--- src/rtl/dacq_pkg.sv ---
package dacq_pkg;
  localparam int FRAME_W = 24;
  localparam int PAY_W   = 16;

  localparam logic [2:0] SEL_DATA  = 3'd0;
  localparam logic [2:0] SEL_RANGE = 3'd1;
  localparam logic [2:0] SEL_POWER = 3'd2;
  localparam logic [2:0] SEL_CTRL  = 3'd3;

  localparam logic [2:0] ADDR_ALL   = 3'd4;
  localparam logic [2:0] CTRL_SET   = 3'd1;
  localparam logic [2:0] CTRL_CLEAR = 3'd4;

  localparam logic [2:0] RANGE_BIPOLAR_MIN = 3'd3;

  typedef struct packed {
    logic             rd;
    logic [2:0]       sel;
    logic             rsv;
    logic [2:0]       addr;
    logic [PAY_W-1:0] payload;
  } frame_t;
endpackage

--- src/rtl/dacq_frame_rx.sv ---
module dacq_frame_rx #(
  parameter int FRAME_W = 24
) (
  input  logic               clk,
  input  logic               rst_n,
  input  logic               frame_n,
  input  logic               bit_valid,
  input  logic               bit_data,
  output logic               bit_ready,
  output logic               frame_end,
  output logic               frame_ok,
  output logic [FRAME_W-1:0] frame_word
);
  localparam int CNT_W = $clog2(FRAME_W + 1);

  logic [CNT_W-1:0]   cnt;
  logic [FRAME_W-1:0] shreg;
  logic               frame_q;

  assign bit_ready  = !frame_n && (cnt < CNT_W'(FRAME_W));
  assign frame_end  = frame_n && !frame_q;
  assign frame_ok   = frame_end && (cnt == CNT_W'(FRAME_W));
  assign frame_word = shreg;

  always_ff @(posedge clk) begin
    if (!rst_n) begin
      cnt     <= '0;
      shreg   <= '0;
      frame_q <= 1'b1;
    end else begin
      frame_q <= frame_n;
      if (frame_n) begin
        cnt <= '0;
      end else if (bit_valid && bit_ready) begin
        cnt   <= cnt + 1'b1;
        shreg <= {shreg[FRAME_W-2:0], bit_data};
      end
    end
  end
endmodule

--- src/rtl/dacq_cfg_regs.sv ---
module dacq_cfg_regs
  import dacq_pkg::*;
#(
  parameter int NCH = 4
) (
  input  logic           clk,
  input  logic           rst_n,
  input  logic           frame_ok,
  input  frame_t         word,
  output logic [NCH-1:0] data_we,
  output logic [NCH-1:0] bipolar,
  output logic [NCH-1:0] pwr_bits,
  output logic           ref_en,
  output logic           clr_sel,
  output logic           clr_cmd
);
  logic           wr_ok;
  logic [NCH-1:0] hit;
  logic [2:0]     range_q [NCH];

  assign wr_ok   = frame_ok && !word.rd && !word.rsv;
  assign clr_cmd = wr_ok && word.sel == SEL_CTRL && word.addr == CTRL_CLEAR;

  for (genvar g = 0; g < NCH; g++) begin : g_ch
    assign hit[g]     = (word.addr == 3'(g)) || (word.addr == ADDR_ALL);
    assign data_we[g] = wr_ok && word.sel == SEL_DATA && hit[g] && pwr_bits[g];
    assign bipolar[g] = range_q[g] >= RANGE_BIPOLAR_MIN;

    always_ff @(posedge clk) begin
      if (!rst_n)
        range_q[g] <= '0;
      else if (wr_ok && word.sel == SEL_RANGE && hit[g])
        range_q[g] <= word.payload[2:0];
    end
  end

  always_ff @(posedge clk) begin
    if (!rst_n) begin
      pwr_bits <= '0;
      ref_en   <= 1'b0;
      clr_sel  <= 1'b0;
    end else if (wr_ok) begin
      if (word.sel == SEL_POWER) begin
        pwr_bits <= word.payload[NCH-1:0];
        ref_en   <= word.payload[NCH];
      end
      if (word.sel == SEL_CTRL && word.addr == CTRL_SET)
        clr_sel <= word.payload[0];
    end
  end
endmodule

--- src/rtl/dacq_chan.sv ---
module dacq_chan #(
  parameter int CODE_W = 14
) (
  input  logic              clk,
  input  logic              rst_n,
  input  logic              wr_en,
  input  logic [CODE_W-1:0] wr_code,
  input  logic              bipolar,
  input  logic              twos_sel,
  input  logic              direct,
  input  logic              load_all,
  input  logic              clr_force,
  input  logic [CODE_W-1:0] clr_code,
  output logic [CODE_W-1:0] in_code,
  output logic [CODE_W-1:0] dac_code
);
  localparam logic [CODE_W-1:0] MSB_FLIP = CODE_W'(1) << (CODE_W - 1);

  logic [CODE_W-1:0] conv;
  assign conv = (bipolar && twos_sel) ? (wr_code ^ MSB_FLIP) : wr_code;

  always_ff @(posedge clk) begin
    if (!rst_n) begin
      in_code  <= '0;
      dac_code <= '0;
    end else begin
      if (wr_en) in_code <= conv;
      if (clr_force)             dac_code <= clr_code;
      else if (wr_en && direct)  dac_code <= conv;
      else if (load_all)         dac_code <= in_code;
    end
  end
endmodule

--- src/rtl/dac_quad_ctrl.sv ---
module dac_quad_ctrl
  import dacq_pkg::*;
#(
  parameter int NCH    = 4,
  parameter int CODE_W = 14
) (
  input  logic                  clk,
  input  logic                  rst_n,
  input  logic                  frame_n,
  input  logic                  bit_valid,
  output logic                  bit_ready,
  input  logic                  bit_data,
  input  logic                  ldac_n,
  input  logic                  clr_n,
  input  logic                  twos_sel,
  output logic [NCH*CODE_W-1:0] dac_codes,
  output logic                  ref_en
);
  localparam logic [CODE_W-1:0] MID_CODE = CODE_W'(1) << (CODE_W - 1);

  logic                  frame_end, frame_ok, ldac_q, ldac_fall;
  logic                  clr_sel, clr_cmd, clr_force;
  logic [FRAME_W-1:0]    word_bits;
  frame_t                frame_word;
  logic [NCH-1:0]        data_we, bipolar, pwr_bits;
  logic [NCH*CODE_W-1:0] in_codes;
  logic [CODE_W-1:0]     clr_code;

  dacq_frame_rx #(.FRAME_W(FRAME_W)) u_rx (
    .clk(clk), .rst_n(rst_n), .frame_n(frame_n), .bit_valid(bit_valid),
    .bit_data(bit_data), .bit_ready(bit_ready), .frame_end(frame_end),
    .frame_ok(frame_ok), .frame_word(word_bits)
  );
  assign frame_word = frame_t'(word_bits);

  dacq_cfg_regs #(.NCH(NCH)) u_cfg (
    .clk(clk), .rst_n(rst_n), .frame_ok(frame_ok), .word(frame_word),
    .data_we(data_we), .bipolar(bipolar), .pwr_bits(pwr_bits),
    .ref_en(ref_en), .clr_sel(clr_sel), .clr_cmd(clr_cmd)
  );

  always_ff @(posedge clk) begin
    if (!rst_n) ldac_q <= 1'b1;
    else        ldac_q <= ldac_n;
  end

  assign ldac_fall = !ldac_n && ldac_q && frame_n;
  assign clr_force = !clr_n || clr_cmd;
  assign clr_code  = clr_sel ? MID_CODE : '0;

  for (genvar g = 0; g < NCH; g++) begin : g_chan
    dacq_chan #(.CODE_W(CODE_W)) u_chan (
      .clk(clk), .rst_n(rst_n), .wr_en(data_we[g]),
      .wr_code(frame_word.payload[PAY_W-1 -: CODE_W]),
      .bipolar(bipolar[g]), .twos_sel(twos_sel), .direct(!ldac_n),
      .load_all(ldac_fall), .clr_force(clr_force), .clr_code(clr_code),
      .in_code(in_codes[g*CODE_W +: CODE_W]),
      .dac_code(dac_codes[g*CODE_W +: CODE_W])
    );
  end
endmodule

--- config.mk ---
export PLATFORM = sky130hd
export DESIGN_NAME = dac_quad_ctrl
export DESIGN_NICKNAME = d
export VERILOG_FILES = /design/src/rtl/dacq_pkg.sv /design/src/rtl/dacq_frame_rx.sv /design/src/rtl/dacq_cfg_regs.sv /design/src/rtl/dacq_chan.sv /design/src/rtl/dac_quad_ctrl.sv
export SDC_FILE = /design/constraint.sdc
export NUM_CORES = 1
export LEC_CHECK = 0
export ABC_AREA = 1
export CAP_MARGIN = 20
export CORE_AREA = 2 2 131 95
export CTS_CLUSTER_DIAMETER = 120
export DETAILED_ROUTE_END_ITERATION = 8
export DIE_AREA = 0 0 133 97
export DONT_BUFFER_PORTS = 1
export GPL_TIMING_DRIVEN = 0
export PLACE_DENSITY = 0.74
export SYNTH_ARGS = -nofsm -noshare
export SYNTH_HDL_FRONTEND = slang
export SYNTH_SLANG_ARGS = --single-unit
--- constraint.sdc ---
create_clock -name clk -period 2.8 [get_ports clk]
set_input_delay 0.28 -clock clk [delete_from_list [all_inputs] [get_ports clk]]
set_output_delay 0.28 -clock clk [all_outputs]
set_load 0.01 [all_outputs]
==> flow_metrics.env <==
export IMPL_hold_violations=0
export IMPL_seq_area_um2=3340
export IMPL_io_pins=66
export IMPL_antennaDiodeCount=0
export IMPL_layout_drive_gt1_share_pct=7.59
export IMPL_setup_viol=0
export IMPL_setup_tns_ns=0
export IMPL_grt_max_degree=17
export IMPL_dr_first_iter_drc_count=622
export IMPL_grt_pass1_wl_mm=29.9
export IMPL_crit_path_end_kind="flop"
export IMPL_cts_htree_levels=4
export IMPL_dp_hpwl_mm=13.0
export IMPL_die_w_um=133
export IMPL_syn_cell_area_um2=6820
export IMPL_post_cts_resize_count=0
export IMPL_rows=33
export IMPL_numCtsBuffers=17
export IMPL_cts_setup_buffers=0
export IMPL_final_period_utilization_pct=89.1
export IMPL_dieArea_um2=12900
export IMPL_antenna_found_initial=0
export IMPL_total_leakage_power_nw=3.04
export IMPL_yosysWarnings=0
export IMPL_path_max_fanout=7
export IMPL_required_ns=3.11
export IMPL_viasPerCell=5.48
export IMPL_multi_input_area_um2=2890
export IMPL_internal_power_mw=3.91
export IMPL_cts_sinks=161
export IMPL_synth_cell_types=36
export IMPL_cp_data_arrival_time_ns=2.81
export IMPL_cts_tree="yes"
export IMPL_status="finished clean"
export IMPL_final_common_cell="nand2_1"
export IMPL_routed_wl_mm=18.2
export IMPL_ff2ff_setup_slack_ns=0.31
export IMPL_ys_ff_latch=161
export IMPL_finalMaxSlewViolations=0
export IMPL_cts_hold_buf=0
export IMPL_clk_pin_slew_ns=0.06
export IMPL_grt_pass1_vias=5770
export IMPL_layout_nets=947
export IMPL_total_power_mw=5.06
export IMPL_relSlewSlack_pct=30.7
export IMPL_comb_power_share_pct=5.0
export IMPL_gp_congestion=0.902
export IMPL_power_density_nw_per_um2=664
export IMPL_grt_ovfl_total=0
export IMPL_worst_clock_skew_ns=0.00764
export IMPL_drc=0
export IMPL_synth_area_leaders="dfxtp_1, nand2_1, a21oi_1, edfxtp_1, inv_1"
export IMPL_worstSetupPathType="reg2reg"
export IMPL_cts_root_buf="clkbuf_16"
export IMPL_initial_core_util_pct=59.2
export IMPL_ir_drop_mv=0.500
export IMPL_wire_per_inst_um=16.5
export IMPL_synth_top_area_share_pct=43.8
export IMPL_power_clock_fraction_pct=48.0
export IMPL_stdcell_count=1106
export IMPL_num_fill_cells=1006
export IMPL_core_region_area_um2=11500
export IMPL_yosysTopAreaCell="dfxtp_1"
export IMPL_clock_path_buffers=2
export IMPL_io_buffer_count=0
export IMPL_final_min_clock_period_ns=2.49
export IMPL_ant_nets=0
export IMPL_dieHeight_um=97
export IMPL_clkLatencyLatePin_ns=0.42
export IMPL_dp_cells=1075
export IMPL_vias=6064
export IMPL_p_sw_mw=1.15
export IMPL_netSwitchingFraction_pct=22.6
export IMPL_max_cap_violations=0
export IMPL_grt_setup_unrepaired="no"
export IMPL_cp_start_kind="flop"
export IMPL_holdWs_ns=0.0506
export IMPL_final_cell_mix="nand2_1, dfxtp_1, a21oi_1"
export IMPL_p_seq_share_pct=47.1
export IMPL_hold_path_class="in2reg"
export IMPL_worstMarginPinSlew_ns=1.03
export IMPL_grt_use_total_pct=29.4
export IMPL_ys_seq_area_share_pct=49.0
export IMPL_area_growth_pct=11.8
export IMPL_syn_inst=918
export IMPL_clock_fmax_ghz=0.401
export IMPL_synth_fp_nets=928
export IMPL_avgSynthCellArea_um2=7.43
export IMPL_first_pass_iters=5
## synth_stat cells, drive strengths merged
cell type,n
dfxtp,149
and2,1
o21ai,69
nor3,4
xor2,3
nor3b,1
nand3b,1
buf,24
inv,93
nor4,2
a21oi,105
nand3,39
nor2,86
clkbuf,27
nand4,2
edfxtp,12
clkinv,1
nand2,256
a211oi,40
xnor2,1
ha,2
## sequential cells by signal, summed over array words and instances (netlist names)
name,flops
u_cfg.ref_en,1
u_rx.frame_word,24
u_cfg.clr_sel,1
u_cfg.pwr_bits,4
u_cfg.range_q,12
u_rx.frame_q,1
ldac_q,1
g_chan.u_chan.in_code,56
u_rx.cnt,5
g_chan.u_chan.dac_code,56
## routing by layer
| layer | up-vias | share of wire, % | track usage, % |
|---|---|---|---|
| li1 | 3006 | - | - |
| met3 | 27 | 9.0 | 7.76 |
| met5 | - | 0 | 0 |
| met1 | 2803 | 47 | 42.2 |
| met2 | 228 | 42 | 43.2 |
| met4 | 0 | 1.8 | 9.59 |
## worst max-delay path: stages, from the launching register on
cell     delay, ns
dfxtp_1       0.31
inv_1         0.10
ha_1          0.19
nand2_1       0.07
nor2_1        0.23
nand2_1       0.12
nor4_1        0.79
inv_1         0.29
o21ai_0       0.24
a21oi_1       0.06
## power groups by stage
stage	Combinational, mW	Clock, mW	Sequential, mW
2_1_floorplan	0.163	0	2.42
3_3_place_gp	0.242	0	2.43
3_5_place_dp	0.243	0	2.43
4_1_cts	0.246	2.45	2.38
5_1_grt	0.275	2.54	2.38
6_report	0.251	2.43	2.38
## worst paths after layout
| check | cells after the start | start | to |
|---|---|---|---|
| min reg2reg | 2 | g_chan[0].u_chan.in_code[4] | g_chan[0].u_chan.in_code[4] |
| min | 2 | frame_n | u_rx.frame_q |
| max reg2reg | 9 | u_rx.cnt[0] | u_cfg.pwr_bits[2] |
| max | 9 | u_rx.cnt[0] | u_cfg.pwr_bits[2] |
## kinds of logic (layout without fill, tap and decap cells)
kind of cell             after synthesis  in the layout  synth area share, %
AO/OA/AOI/OAI                        214            214                 17.7
XOR/XNOR                               4              4                0.514
adder cells (fa/ha/maj)                2              2                0.367
buffers and inverters                145            176                 8.61
flip-flops                           161            161                 49.0
AND/OR/NAND/NOR                      392            392                 23.8
## area by class of cell
| type | instances | area share, % |
|---|---|---|
| flip-flops and latches | 161 | 43.8 |
| multi-input cells | 612 | 37.9 |
| clock buffers | 22 | 5.96 |
| inverters | 94 | 4.63 |
| plain buffers | 51 | 3.07 |
| well taps | 157 | 2.58 |
| clock inverters | 9 | 2.05 |
## stage by stage
| step | cell area [µm²] | worst slack, ns | util, % |
|---|---|---|---|
| detailed placement | 7010 | 0.371 | 60.9 |
| CTS | 7620 | 0.341 | 66.2 |
| floorplan | 6820 | 0.810 | - |
| finish | 7620 | 0.305 | 66.2 |
| global route | 7620 | 0.0133 | 66.2 |
| global placement | 7010 | 0.413 | 60.9 |
No activity file was read; power rests on OpenSTA's default activity.
